`src/rtl/scalar_ilk_pkg.sv`:
```
// Shared types and constants for the scalar interlock unit.
// Assumes results never land later than stage 15 (CNT_W = 4).
package scalar_ilk_pkg;

    localparam int CNT_W = 4;

    localparam logic [CNT_W-1:0] RD_STAGE_EXEC = CNT_W'(4);
    localparam logic [CNT_W-1:0] RD_STAGE_ADDR = CNT_W'(1);

    typedef enum logic [2:0] {
        PC_ALU  = 3'd0,
        PC_BOOL = 3'd1,
        PC_LOAD = 3'd2,
        PC_MUL  = 3'd3,
        PC_SPEC = 3'd4,
        PC_VEC  = 3'd5,
        PC_RSV6 = 3'd6,
        PC_RSV7 = 3'd7
    } prod_class_e;

    // Stage at which a producer class makes its scalar result readable; 0 = no result.
    function automatic logic [CNT_W-1:0] result_stage(input prod_class_e c);
        case (c)
            PC_ALU, PC_BOOL: return CNT_W'(4);
            PC_LOAD:         return CNT_W'(5);
            PC_MUL, PC_SPEC: return CNT_W'(6);
            PC_VEC:          return CNT_W'(12);
            default:         return '0;
        endcase
    endfunction

endpackage

```
`src/rtl/ilk_pending_table.sv`:
```
// Per-register countdown of the pending scalar result.
// Each write loads the producer's result stage; the entry then lowers by one
// per clock until it reaches zero, so at k cycles after the write it holds P-k+1.
// Assumes at most one write per cycle.
module ilk_pending_table
    import scalar_ilk_pkg::*;
#(
    parameter int NREG = 16,
    localparam int IDXW = $clog2(NREG)
) (
    input  logic             clk,
    input  logic             rst_n,
    input  logic             wr_en,
    input  logic [IDXW-1:0]  wr_idx,
    input  logic [CNT_W-1:0] wr_val,
    output logic [CNT_W-1:0] rem [NREG]
);

    for (genvar r = 0; r < NREG; r++) begin : g_reg
        // Load on a write to this register, otherwise count down to zero.
        always_ff @(posedge clk) begin
            if (!rst_n) begin
                rem[r] <= '0;
            end else if (wr_en && (wr_idx == IDXW'(r))) begin
                rem[r] <= wr_val;
            end else if (rem[r] != '0) begin
                rem[r] <= rem[r] - CNT_W'(1);
            end
        end
    end

endmodule

```
`src/rtl/ilk_src_check.sv`:
```
// Stall needed by one source operand: countdown of its register minus the
// source's read stage, floored at zero; zero when the source is not valid.
module ilk_src_check
    import scalar_ilk_pkg::*;
#(
    parameter int NREG = 16,
    localparam int IDXW = $clog2(NREG)
) (
    input  logic             valid,
    input  logic [IDXW-1:0]  idx,
    input  logic             addr_read,
    input  logic [CNT_W-1:0] rem [NREG],
    output logic [CNT_W-1:0] need
);

    logic [CNT_W-1:0] sel;
    logic [CNT_W-1:0] rd;

    // Pick the countdown and read stage, then form the floored difference.
    always_comb begin
        sel  = rem[idx];
        rd   = addr_read ? RD_STAGE_ADDR : RD_STAGE_EXEC;
        need = (valid && (sel > rd)) ? (sel - rd) : '0;
    end

endmodule

```
`src/rtl/scalar_interlock.sv`:
```
// Scalar register interlock: holds the op at issue until every source can be
// read at its read stage, using fixed per-class result stages.
// Assumes in-order issue, at most one scalar producer per cycle, and that the
// caller presents a producer's destination in the same cycle as its sources.
module scalar_interlock
    import scalar_ilk_pkg::*;
#(
    parameter int NREG = 16,
    parameter int NSRC = 3,
    localparam int IDXW = $clog2(NREG)
) (
    input  logic                 clk,
    input  logic                 rst_n,
    input  logic                 iss_valid,
    input  logic [IDXW-1:0]      iss_dst,
    input  logic [2:0]           iss_class,
    input  logic [NSRC-1:0]      src_valid,
    input  logic [NSRC*IDXW-1:0] src_idx,
    input  logic [NSRC-1:0]      src_addr,
    output logic                 stall,
    output logic [CNT_W-1:0]     stall_len
);

    logic [CNT_W-1:0] rem  [NREG];
    logic [CNT_W-1:0] need [NSRC];
    logic [CNT_W-1:0] res_stage;
    logic             accept;

    // Result stage of the offered producer and whether it is recorded.
    always_comb begin
        res_stage = result_stage(prod_class_e'(iss_class));
        accept    = iss_valid && !stall && (res_stage != '0);
    end

    ilk_pending_table #(.NREG(NREG)) u_table (
        .clk    (clk),
        .rst_n  (rst_n),
        .wr_en  (accept),
        .wr_idx (iss_dst),
        .wr_val (res_stage),
        .rem    (rem)
    );

    for (genvar s = 0; s < NSRC; s++) begin : g_src
        ilk_src_check #(.NREG(NREG)) u_src (
            .valid     (src_valid[s]),
            .idx       (src_idx[s*IDXW +: IDXW]),
            .addr_read (src_addr[s]),
            .rem       (rem),
            .need      (need[s])
        );
    end

    // Worst source sets the stall length.
    always_comb begin
        stall_len = '0;
        for (int s = 0; s < NSRC; s++) begin
            if (need[s] > stall_len) stall_len = need[s];
        end
        stall = (stall_len != '0);
    end

endmodule

```
`config.mk`:
```
export PLATFORM = sky130hd
export DESIGN_NAME = scalar_interlock
export DESIGN_NICKNAME = d
export VERILOG_FILES = /design/src/rtl/scalar_ilk_pkg.sv /design/src/rtl/ilk_pending_table.sv /design/src/rtl/ilk_src_check.sv /design/src/rtl/scalar_interlock.sv
export SDC_FILE = /design/constraint.sdc
export NUM_CORES = 1
export LEC_CHECK = 0
export ABC_CLOCK_PERIOD_IN_PS = 8350
export BUFFER_PORTS_ARGS = -buffer_cell sky130_fd_sc_hd__buf_2
export CORE_UTILIZATION = 30
export DETAILED_ROUTE_END_ITERATION = 8
export HOLD_SLACK_MARGIN = 0.06
export PLACE_DENSITY = 0.46
export SYNTH_ARGS = -nofsm -noshare
export SYNTH_HDL_FRONTEND = slang
export SYNTH_SLANG_ARGS = --single-unit
```
`constraint.sdc`:
```
create_clock -name clk -period 8.35 [get_ports clk]
set_input_delay 0.4175 -clock clk [delete_from_list [all_inputs] [get_ports clk]]
set_output_delay 0.4175 -clock clk [all_outputs]
set_load 0.01 [all_outputs]
```
==> results of run 1 <==
per-stage QoR:
stage | setup slack, ns | cells | area (um2)
floorplan | 1.66 | 651 | 6090
global placement | 1.25 | 917 | 6450
detailed placement | 1.02 | 917 | 6450
CTS | 1.28 | 932 | 6710
global route | 0.765 | 932 | 6710
finish | 1.24 | 932 | 6710
path summary, 6_finish.rpt:
check        slack, ns               to
max               1.24            stall
min               0.44  u_table.rem[24]
max reg2reg       1.53  u_table.rem[12]
min reg2reg       0.66   u_table.rem[9]
critical path, delay by kind of cell:
kind	cells	cell delay (ns)
AOI/OAI and AO/OA	8	1.74
and+or+nand+nor	11	1.48
adders and majority gates	4	0.97
muxes	2	1.04
buffers and inverters	4	1.00
power breakdown:
group          internal, mW  leakage [nW]  switching (mW)
Clock                 0.207         0.132           0.139
Sequential            0.441         0.530           0.240
Combinational         0.833          1.98            1.02
Total                  1.48          2.64            1.40
placed cells by master, fill, tap and decap left out, types with 3 or more instances in the layout:
| cell type | netlist | layout |
|---|---|---|
| buf_2 | 13 | 32 |
| a21boi_0 | 3 | 3 |
| or2_2 | 3 | 3 |
| o21a_1 | 12 | 12 |
| or3_1 | 26 | 26 |
| nand2b_1 | 8 | 8 |
| buf_4 | 0 | 3 |
| inv_1 | 40 | 40 |
| nor2_1 | 35 | 35 |
| nor2b_1 | 10 | 10 |
| o21ai_0 | 9 | 9 |
| nor3b_1 | 7 | 7 |
| nor3_1 | 20 | 20 |
| a31o_2 | 3 | 3 |
| o311ai_0 | 4 | 4 |
| o211ai_1 | 15 | 15 |
| a32o_1 | 4 | 4 |
| nand2_1 | 79 | 79 |
| mux4_2 | 55 | 55 |
| o22ai_1 | 11 | 11 |
| clkbuf_16 | 0 | 9 |
| nor3_2 | 9 | 9 |
| a21boi_1 | 4 | 4 |
| a21oi_1 | 15 | 15 |
| nand4_1 | 3 | 3 |
| nand3_1 | 5 | 5 |
| a21o_1 | 19 | 19 |
| o21ai_1 | 6 | 6 |
| xor2_1 | 7 | 7 |
| dfxtp_1 | 64 | 64 |
| mux2i_1 | 34 | 34 |
| a211oi_1 | 3 | 3 |
| xnor2_1 | 27 | 27 |
| ha_1 | 48 | 48 |
cells by family (layout without fill, tap and decap cells):
logic type,count (synthesis),count (layout)
DFF,64,64
muxes,91,91
adders and majority gates,48,48
AOI/OAI and AO/OA,125,125
xor gates and xnor gates,34,34
buffers and inverters,76,92
and+or+nand+nor,213,213
area by class of cell:
type,instances,area (um2)
clock buffers,12,246
clock inverters,3,18.8
fillers,2054,12900
inverters,42,158
multi-input cells,511,4490
flip-flops and latches,64,1280
well taps,265,332
repair buffers,35,183
metal layers:
metal	part of all wire [%]	wire, um	track usage [%]	vias up
li1	-	-	-	2451
met1	44	8010	22.8	2515
met2	48	8750	31.5	181
met3	5.3	959	3.61	32
met4	2.5	462	7.65	0
met5	0	0	0	-
==> metrics.md, run 1 <==
| Metric | Value |
|---|---|
| Register with the most flip-flops | u_table.rem |
| Port Buffers | 32 |
| Adder-cell share of the synthesized area | between 9 and 10% |
| First-pass GRT wire length | about 28000 um |
| Biggest regs | u_table.rem x64 |
| Core area | 0.0197 mm2 |
| Setup bufs post-CTS | 0 |
| Compound-gate portion of the synthesized area | between 10% and 20% |
| Largest family of logic cells by synthesized area | multiplexers |
| DR pass1 iterations | 5 |
| Cell with the most instances after synthesis | nand2_1 |
| Clk_skew | between 0.006 and 0.007 ns |
| ANT cells | 0 |
| Post-Route Utilization | approximately a third |
| WS Path Type | in2out |
| Routed vias | ~5.2k |
| Seq/Total Area, Yosys | a little over a fifth |
| Post-synthesis xor/xnor area fraction | 4.89% |
| Drt via density | roughly 5.6 |
| Hold path depth | 3 |
| Number of flip-flops in the largest register | between 60 and 70 |
| Synthesized net count | slightly above 700 |
| RSZ-0062 raised after global routing | no |
| Post-layout minimum cycle time | slightly above 7 ns |
| Pins Over Slew Limit | 0 |
| Hold crit path type | in2reg |
| Pin count of the biggest net entering global routing | 70 |
| Final hold slack | roughly 0.44 ns |
| Clock-pin slew of the registers on the worst-case setup and hold paths | roughly 0.060 ns |
| Synth Area in Simple Gates | approximately 18% |
| DRT iter0 DRCs | between 300 and 400 |
| Antenna-violating nets left | 0 |
| DRC viols | 0 |
| Die Ht | approximately 140 um |
| Cells after synthesis | 651 |
| Worst Path Max Fanout | 29 |
| Row count | 51 |
| Total number of clock tree sinks | 64 |
| Synthesized flop and latch total | 64 |
| Drt total wl | about 18000 um |
| CP peak stage delay | ~0.58 ns |
| Ratio of cells with drive above 1 in the final layout | a little under a fifth |
| Main synth FF type | dfxtp_1 |
| Avg Cell Area, Syn | between 9 and 10 um2 |
| Die area | ~0.021 mm2 |
| Layout net count | around 740 |
| Worst slew pin tran | 0.746 ns |
| Final setup TNS | 0 ns |
| Final setup viols | 0 |
| Crit path launch | src_idx[4] |
| FFs w/ async S/R, synth | 0% |
| Clk root buf | clkbuf_16 |
| Hold_buf cts | 0 |
| Initial core utilization | ~31% |
| Routed len/inst | 19.5 um |
| Critical R2R Launch | u_table.rem[34] |
| Maxcap violations | 0 |
| Peak supply drop | roughly 0.22 mV |
| Worst Path Arrival | approximately 6.7 ns |
| Area grow syn2layout | 10.2% |
| Cell mode on critical path | ha_1 |
| Count of different cell masters after synthesis | 61 |
| H-tree levels | 3 |
| Final hold violation count | 0 |
| Leading area contributor after synthesis | dfxtp_1 |
| PD cells | roughly 430 mW/mm2 |
| TritonCTS clock tree | built |
| Leakage power | 2.64 nW |
| Most frequent cells after synthesis | 79 x nand2_1, 64 x dfxtp_1, 55 x mux4_2 |
| GRT Residual Overflow | 0 |
| Ports | 33 |
| Critical path capture point type | output pin |
| Die X | ~140 um |
| Routability Congestion | 0.848 |
| Dpl hpwl | around 14000 um |
| Yosys Warn Count | 0 |
| Worst path slowest cell | mux4_2 |
| Clock Tree Buf Depth | 2 |
| Post-synthesis mux area share | 26.4% |
| Post_cts resized | 0 |
| Vias in the first global route | around 5.1k |
| EDFF count, synth | 0 |
| Total Power | between 2 and 3 mW |
| Gr usage total | 18.5% |
| Worst reg-to-reg path cell count | 27 |
| Ranking of synthesized cells by area | dfxtp_1 21%, mux4_2 20%, ha_1 9.9% |
| CTS buffer count | 9 |
| Final worst path period share | about 85% |
| Yosys top cell area share | 21.0% |
| Outcome | finished clean |
| Fmax achieved | around 140 MHz |
| Max_slew headroom | 50.3% |
| Worst hold path startpoint | iss_valid |
| Initial antenna violation count | 0 |
| Post-Syn Area | about 0.0061 mm2 |
| Clock Latency Late Sink | 0.34 ns |
| CP startpoint kind | primary input |
| Req. time, crit path | 7.93 ns |
Note: power is estimated with default switching activity, not from simulation.
==> run 2: changes to the inputs <==
ABC_CLOCK_PERIOD_IN_PS = 5700   (was 8350)
PLACE_DENSITY = 0.48   (was 0.46)
clock period = 5.7 ns   (was 8.35 ns; I/O delays follow)
==> run 2 against run 1 <==
Compared with the run above:
- the flow now finishes with violations (setup timing)
- sequential cell count stayed put
- combinational power increased to 2.5 times the previous value
- total power rose by 110%
- worst setup slack worse by 1.4 ns
- sequential power increased by 35%
- critical path type is now reg2out
- largest cell class unchanged
==> metrics.md, run 2 (synthesized netlist as in run 1, its figures left out) <==
| Metric | Value |
|---|---|
| Routed len/inst | 20.4 um |
| Dpl hpwl | 17400 um |
| Area grow syn2layout | 37.8% |
| Ports | 33 |
| Clk root buf | clkbuf_16 |
| Final worst path period share | 103% |
| Clock-pin slew of the registers on the worst-case setup and hold paths | 0.06 ns |
| Routability Congestion | 0.934 |
| Final hold violation count | 0 |
| CTS buffer count | 9 |
| Max_slew headroom | about two fifths |
| Hold EP | u_table.rem[24] |
| PD cells | 735 mW/mm2 |
| Antenna-violating nets left | 0 |
| Drt via density | between 5 and 6 |
| First-pass GRT wire length | 33800 um |
| Port Buffers | 32 |
| Final hold slack | between 0.3 and 0.4 ns |
| Post-Route Utilization | a little over two fifths |
| Worst R2R Setup Slack | -0.14 ns |
| Total Power | between 6 and 7 mW |
| Worst hold path startpoint | iss_valid |
| Die area | roughly 0.021 mm2 |
| DR pass1 iterations | 6 |
| Biggest regs | u_table.rem x64 |
| CP peak stage delay | 0.50 ns |
| Layout Cells excl Fill | 1072 |
| Pins Over Slew Limit | 0 |
| Critical R2R Launch | u_table.rem[2] |
| Hold crit path type | in2reg |
| Peak supply drop | between 0.2 and 0.3 mV |
| Pin count of the biggest net entering global routing | 70 |
| CP startpoint kind | flop |
| Commonest non-fill, non-tap cell in the layout | buf_4 |
| Clock Latency Late Sink | about 0.34 ns |
| Core area | approximately 0.020 mm2 |
| Fmax achieved | ~170 MHz |
| Worst reg-to-reg path cell count | 27 |
| Gr usage total | roughly 22% |
| Final worst setup slack | -0.145 ns |
| Cell mode on critical path | buf_6 |
| Inst Count DP | around 1.0k |
| Row count | a little over 50 |
| WS Path Type | reg2out |
| Total number of clock tree sinks | 64 |
| Most frequent cells in the layout | 126 x buf_4, 76 x nand2_1, 55 x mux4_2 |
| Hold path depth | 3 |
| Drt total wl | between 20000 and 25000 um |
| Outcome | finished with violations |
| Maxcap violations | 0 |
| Post-layout minimum cycle time | approximately 5.8 ns |
| Clk_skew | 0.00814 ns |
| Register with the most flip-flops | u_table.rem |
| Initial antenna violation count | 0 |
| ANT cells | 0 |
| Die X | around 140 um |
| Worst Path Arrival | about 5.6 ns |
| Layout net count | approximately 900 |
| Ratio of cells with drive above 1 in the final layout | 41.4% |
| RSZ-0062 raised after global routing | yes |
| Die Ht | 144 um |
| Worst path slowest cell | mux4_2 |
| Clock Tree Buf Depth | 2 |
| DRT iter0 DRCs | approximately 350 |
| Final setup TNS | -1.18 ns |
| Hold_buf cts | 0 |
| Number of flip-flops in the largest register | 64 |
| Vias in the first global route | approximately 6.0k |
| H-tree levels | 3 |
| FF-to-FF End | u_table.rem[12] |
| GRT Residual Overflow | 0 |
| Worst Path Max Fanout | 6 |
| Initial core utilization | between 30% and 40% |
| Req. time, crit path | 5.41 ns |
| Failing checks | setup timing |
| Routed vias | 5875 |
| Leakage power | 3.55 nW |
| DRC viols | 0 |
| Worst slew pin tran | between 0.9 and 1 ns |
| Final setup viols | 24 |
| Critical path capture point type | output pin |
| TritonCTS clock tree | built |
## run 2: cell types whose count changed in the layout (fill, tap and decap cells not counted), moves of 8 or more
cell / before / now
or3_4: 0 / 9
dfxtp_2: 0 / 12
buf_4: 3 / 126
or3_1: 26 / 17
nor3_4: 0 / 11
buf_6: 0 / 14
nor3_2: 9 / 1
dfxtp_1: 64 / 49
## run 2: routing by layer
layer	GRT usage, %	vias up	part of all wire [%]
li1	-	2732	-
met1	26.8	2877	41
met3	3.94	45	5.7
met4	9.20	0	3.6
met2	37.8	221	50
met5	0	-	0
## run 2: timing repair
| action | in CTS | in global routing |
|---|---|---|
| setup buffers | 15 | 13 |
| endpoints found under the setup margin | 66 | 69 |
| pin swaps | 27 | 41 |
| gates resized for setup | 53 | 47 |
## run 2: through the flow
stage | cell area [um2] | setup slack, ns
finish | 8400 | -0.145
global placement | 7430 | -0.439
detailed placement | 7430 | -0.623
floorplan | 6230 | -0.220
global route | 8400 | -0.356
CTS | 8080 | -0.204
## run 2: how the worst max path moves through the flow
stage,start,endpoint,slack [ns],cells past startpoint
after floorplan,src_idx[4],u_table.rem[44],-0.22,32
after CTS,u_table.rem[2],stall,-0.20,26
final,u_table.rem[2],stall,-0.14,27
after global routing,u_table.rem[2],stall,-0.36,27
after global placement,src_idx[4],u_table.rem[0],-0.44,31
after detailed placement,src_idx[4],u_table.rem[0],-0.62,31
## run 2: layout make-up
cell class / instances / area (um2)
clock buffer: 10 / 239
multi-input combinational: 511 / 4930
tap: 265 / 332
fill: 1922 / 11300
sequential: 64 / 1310
timing repair buffer: 175 / 1340
clock inverter: 5 / 81.3
inverter: 42 / 165
## run 2: power by group
part,internal (mW),switching (mW)
Clock,0.392,0.220
Combinational,2.40,2.24
Sequential,0.659,0.262
## run 2: critical path: cells and delay by family, from the launching register on
kind	cells	cell delay [ns]
flip-flops	1	0.36
AND/OR/NAND/NOR	6	0.86
AO/OA/AOI/OAI	10	1.57
adder cells (fa/ha/maj)	3	0.77
buffers and inverters	6	0.66
multiplexers	2	0.98
==> run 3: changes to the inputs <==
ABC_CLOCK_PERIOD_IN_PS = 6500   (was 5700)
PLACE_DENSITY = 0.46   (was 0.48)
clock period = 6.5 ns   (was 5.7 ns; I/O delays follow)
==> run 3 against run 2 <==
Compared with the run above:
- the flow now finishes without violations
- final cell count shrank 9.4%
- combinational power decreased by 38%
- clock power down 22%
- register-to-register slack better by 0.44 ns
- clock skew decreased by 0.0031 ns
- largest power group unchanged
==> metrics.md, run 3 (synthesized netlist as in run 1, its figures left out) <==
| Metric | Value |
|---|---|
| Outcome | finished clean |
| Port Buffers | 32 |
| Layout Cells excl Fill | just under 1k |
| Final setup viols | 0 |
| Area grow syn2layout | 16.9% |
| Leakage power | approximately 2.9 nW |
| Sw Ratio | 46.5% |
| Antenna-violating nets left | 0 |
| Post-layout minimum cycle time | about 6.2 ns |
| Peak supply drop | 0.288 mV |
| Internal power | 2.25 mW |
| Req. time, crit path | 6.17 ns |
| CP startpoint kind | flop |
| Worst reg-to-reg path cell count | 27 |
| Worst Path Max Fanout | 11 |
| Gr usage total | about a fifth |
| Die X | roughly 140 um |
| Critical R2R Launch | u_table.rem[34] |
| Clk_skew | roughly 0.0050 ns |
| Worst Path Arrival | between 5 and 6 ns |
| DR pass1 iterations | 5 |
| Register with the most flip-flops | u_table.rem |
| Final worst setup slack | approximately 0.29 ns |
| Layout net count | 777 |
| Clock Latency Late Sink | between 0.3 and 0.4 ns |
| Routed len/inst | ~20 um |
| Hold crit path type | in2reg |
| Post-route cell area | a little over 0.007 mm2 |
| Pins Over Slew Limit | 0 |
| Placement Setup Slack | -0.207 ns |
| Worst slew pin tran | approximately 1.2 ns |
| CP peak stage delay | approximately 0.5 ns |
| Clk root buf | clkbuf_16 |
| DRT iter0 DRCs | between 400 and 500 |
| Max_slew headroom | slightly above 20% |
| Fmax achieved | around 160 MHz |
| FF-to-FF End | u_table.rem[44] |
| Critical Path Sink | stall |
| Clk pwr share | a little under an eighth |
| Cell mode on critical path | ha_1 |
| GRT Residual Overflow | 0 |
| ANT cells | 0 |
| Clock-pin slew of the registers on the worst-case setup and hold paths | around 0.060 ns |
| CTS buffer count | 9 |
| TritonCTS clock tree | built |
| Pin count of the biggest net entering global routing | 70 |
| Post-DP Area | roughly 0.0067 mm2 |
| Final hold slack | around 0.36 ns |
| Crit path launch | u_table.rem[34] |
| Worst R2R Setup Slack | 0.30 ns |
| Critical path capture point type | output pin |
| Drt total wl | around 19000 um |
| Worst path slowest cell | mux4_2 |
| Initial antenna violation count | 0 |
| Vias in the first global route | about 5.2k |
| Commonest non-fill, non-tap cell in the layout | nand2_1 |
| Routed vias | ~5.3k |
| WS Path Type | reg2out |
| DRC viols | 0 |
| Number of flip-flops in the largest register | 64 |
| Initial core utilization | a little under a third |
| Clock Tree Buf Depth | 2 |
| Gate power share | between 60% and 70% |
| Maxcap violations | 0 |
| Psw | 1.96 mW |
| Final worst path period share | a little over nine tenths |
| PD cells | about 600 mW/mm2 |
| Total number of clock tree sinks | between 60 and 70 |
| Drt via density | 5.47 |
| H-tree levels | 3 |
| Ratio of cells with drive above 1 in the final layout | 25.6% |
| Dpl hpwl | approximately 15000 um |
| Biggest regs | u_table.rem x64 |
| First-pass GRT wire length | just under 30000 um |
| Ports | 33 |
| Routability Congestion | a little under 0.9 |
| Flop pwr share | between 20% and 30% |
| Final setup TNS | 0 ns |
| Final hold violation count | 0 |
| Hold_buf cts | 0 |
| Row count | 51 |
| Die Ht | between 100 and 150 um |
| Most frequent cells in the layout | 78 x nand2_1, 58 x dfxtp_1, 55 x mux4_2 |
| Inst Count DP | between 900 and 1k |
| Core area | around 0.020 mm2 |
| Die area | about 0.021 mm2 |
[run 3: cell types whose count changed in the layout (fill, tap and decap cells not counted), moves of 6 or more]
cell	change
buf_4	-87
buf_6	-13
dfxtp_1	+9
dfxtp_2	-6
ha_1	+6
ha_4	-6
nor3_2	+7
nor3_4	-10
or3_1	+8
or3_4	-8
[run 3: worst min path at each step]
stage                     cells past startpoint               to       startpoint  slack [ns]
final                                         3  u_table.rem[16]       iss_dst[1]        0.36
after global routing                          3  u_table.rem[24]        iss_valid        0.37
after CTS                                     3  u_table.rem[24]        iss_valid        0.36
after detailed placement                      2  u_table.rem[29]  u_table.rem[29]        0.65
after global placement                        2   u_table.rem[9]   u_table.rem[9]        0.64
after floorplan                               2  u_table.rem[24]        iss_valid        0.50
[run 3: power groups by stage]
stage               clock (mW)  combinational [mW]  sequential, mW
floorplan                    0                1.97           0.730
global placement             0                2.57           0.845
detailed placement           0                2.64           0.849
CTS                      0.489                2.65           0.841
global route             0.503                3.17           0.875
finish                   0.480                2.88           0.848
[run 3: through the flow]
step	power, mW	utilization, %
after floorplan	2.70	-
after global placement	3.42	34.1
after detailed placement	3.48	34.1
after CTS	3.98	35.6
after global routing	4.55	36.2
final	4.21	36.2
[run 3: repair_timing]
| action | 4_1_cts | 5_1_grt |
|---|---|---|
| setup endpoints to repair | 0 | 65 |
| setup buffers | 0 | 4 |
| resized for setup | 0 | 27 |
[run 3: worst max-delay path, delay by kind of cell, from the launching register on]
kind,cells,cell delay [ns]
adders and majority gates,3,0.90
AOI/OAI and AO/OA,8,1.47
DFF,1,0.40
muxes,2,0.97
and+or+nand+nor,10,1.24
buffers and inverters,4,0.54
[run 3: routing by layer]
| metal | wire length (um) | up-vias | track usage [%] |
|---|---|---|---|
| li1 | - | 2526 | - |
| met1 | 9090 | 2625 | 25.9 |
| met2 | 8660 | 143 | 30.8 |
| met3 | 950 | 20 | 3.25 |
| met4 | 331 | 0 | 6.09 |
| met5 | 0 | - | 0 |
[run 3: cell type report]
| class | instances | area (um2) |
|---|---|---|
| fillers | 2040 | 12500 |
| flip-flops and latches | 64 | 1290 |
| repair buffers | 73 | 472 |
| well taps | 265 | 332 |
| clock buffers | 10 | 229 |
| clock inverters | 6 | 60.1 |
| multi-input cells | 511 | 4580 |
| inverters | 42 | 163 |
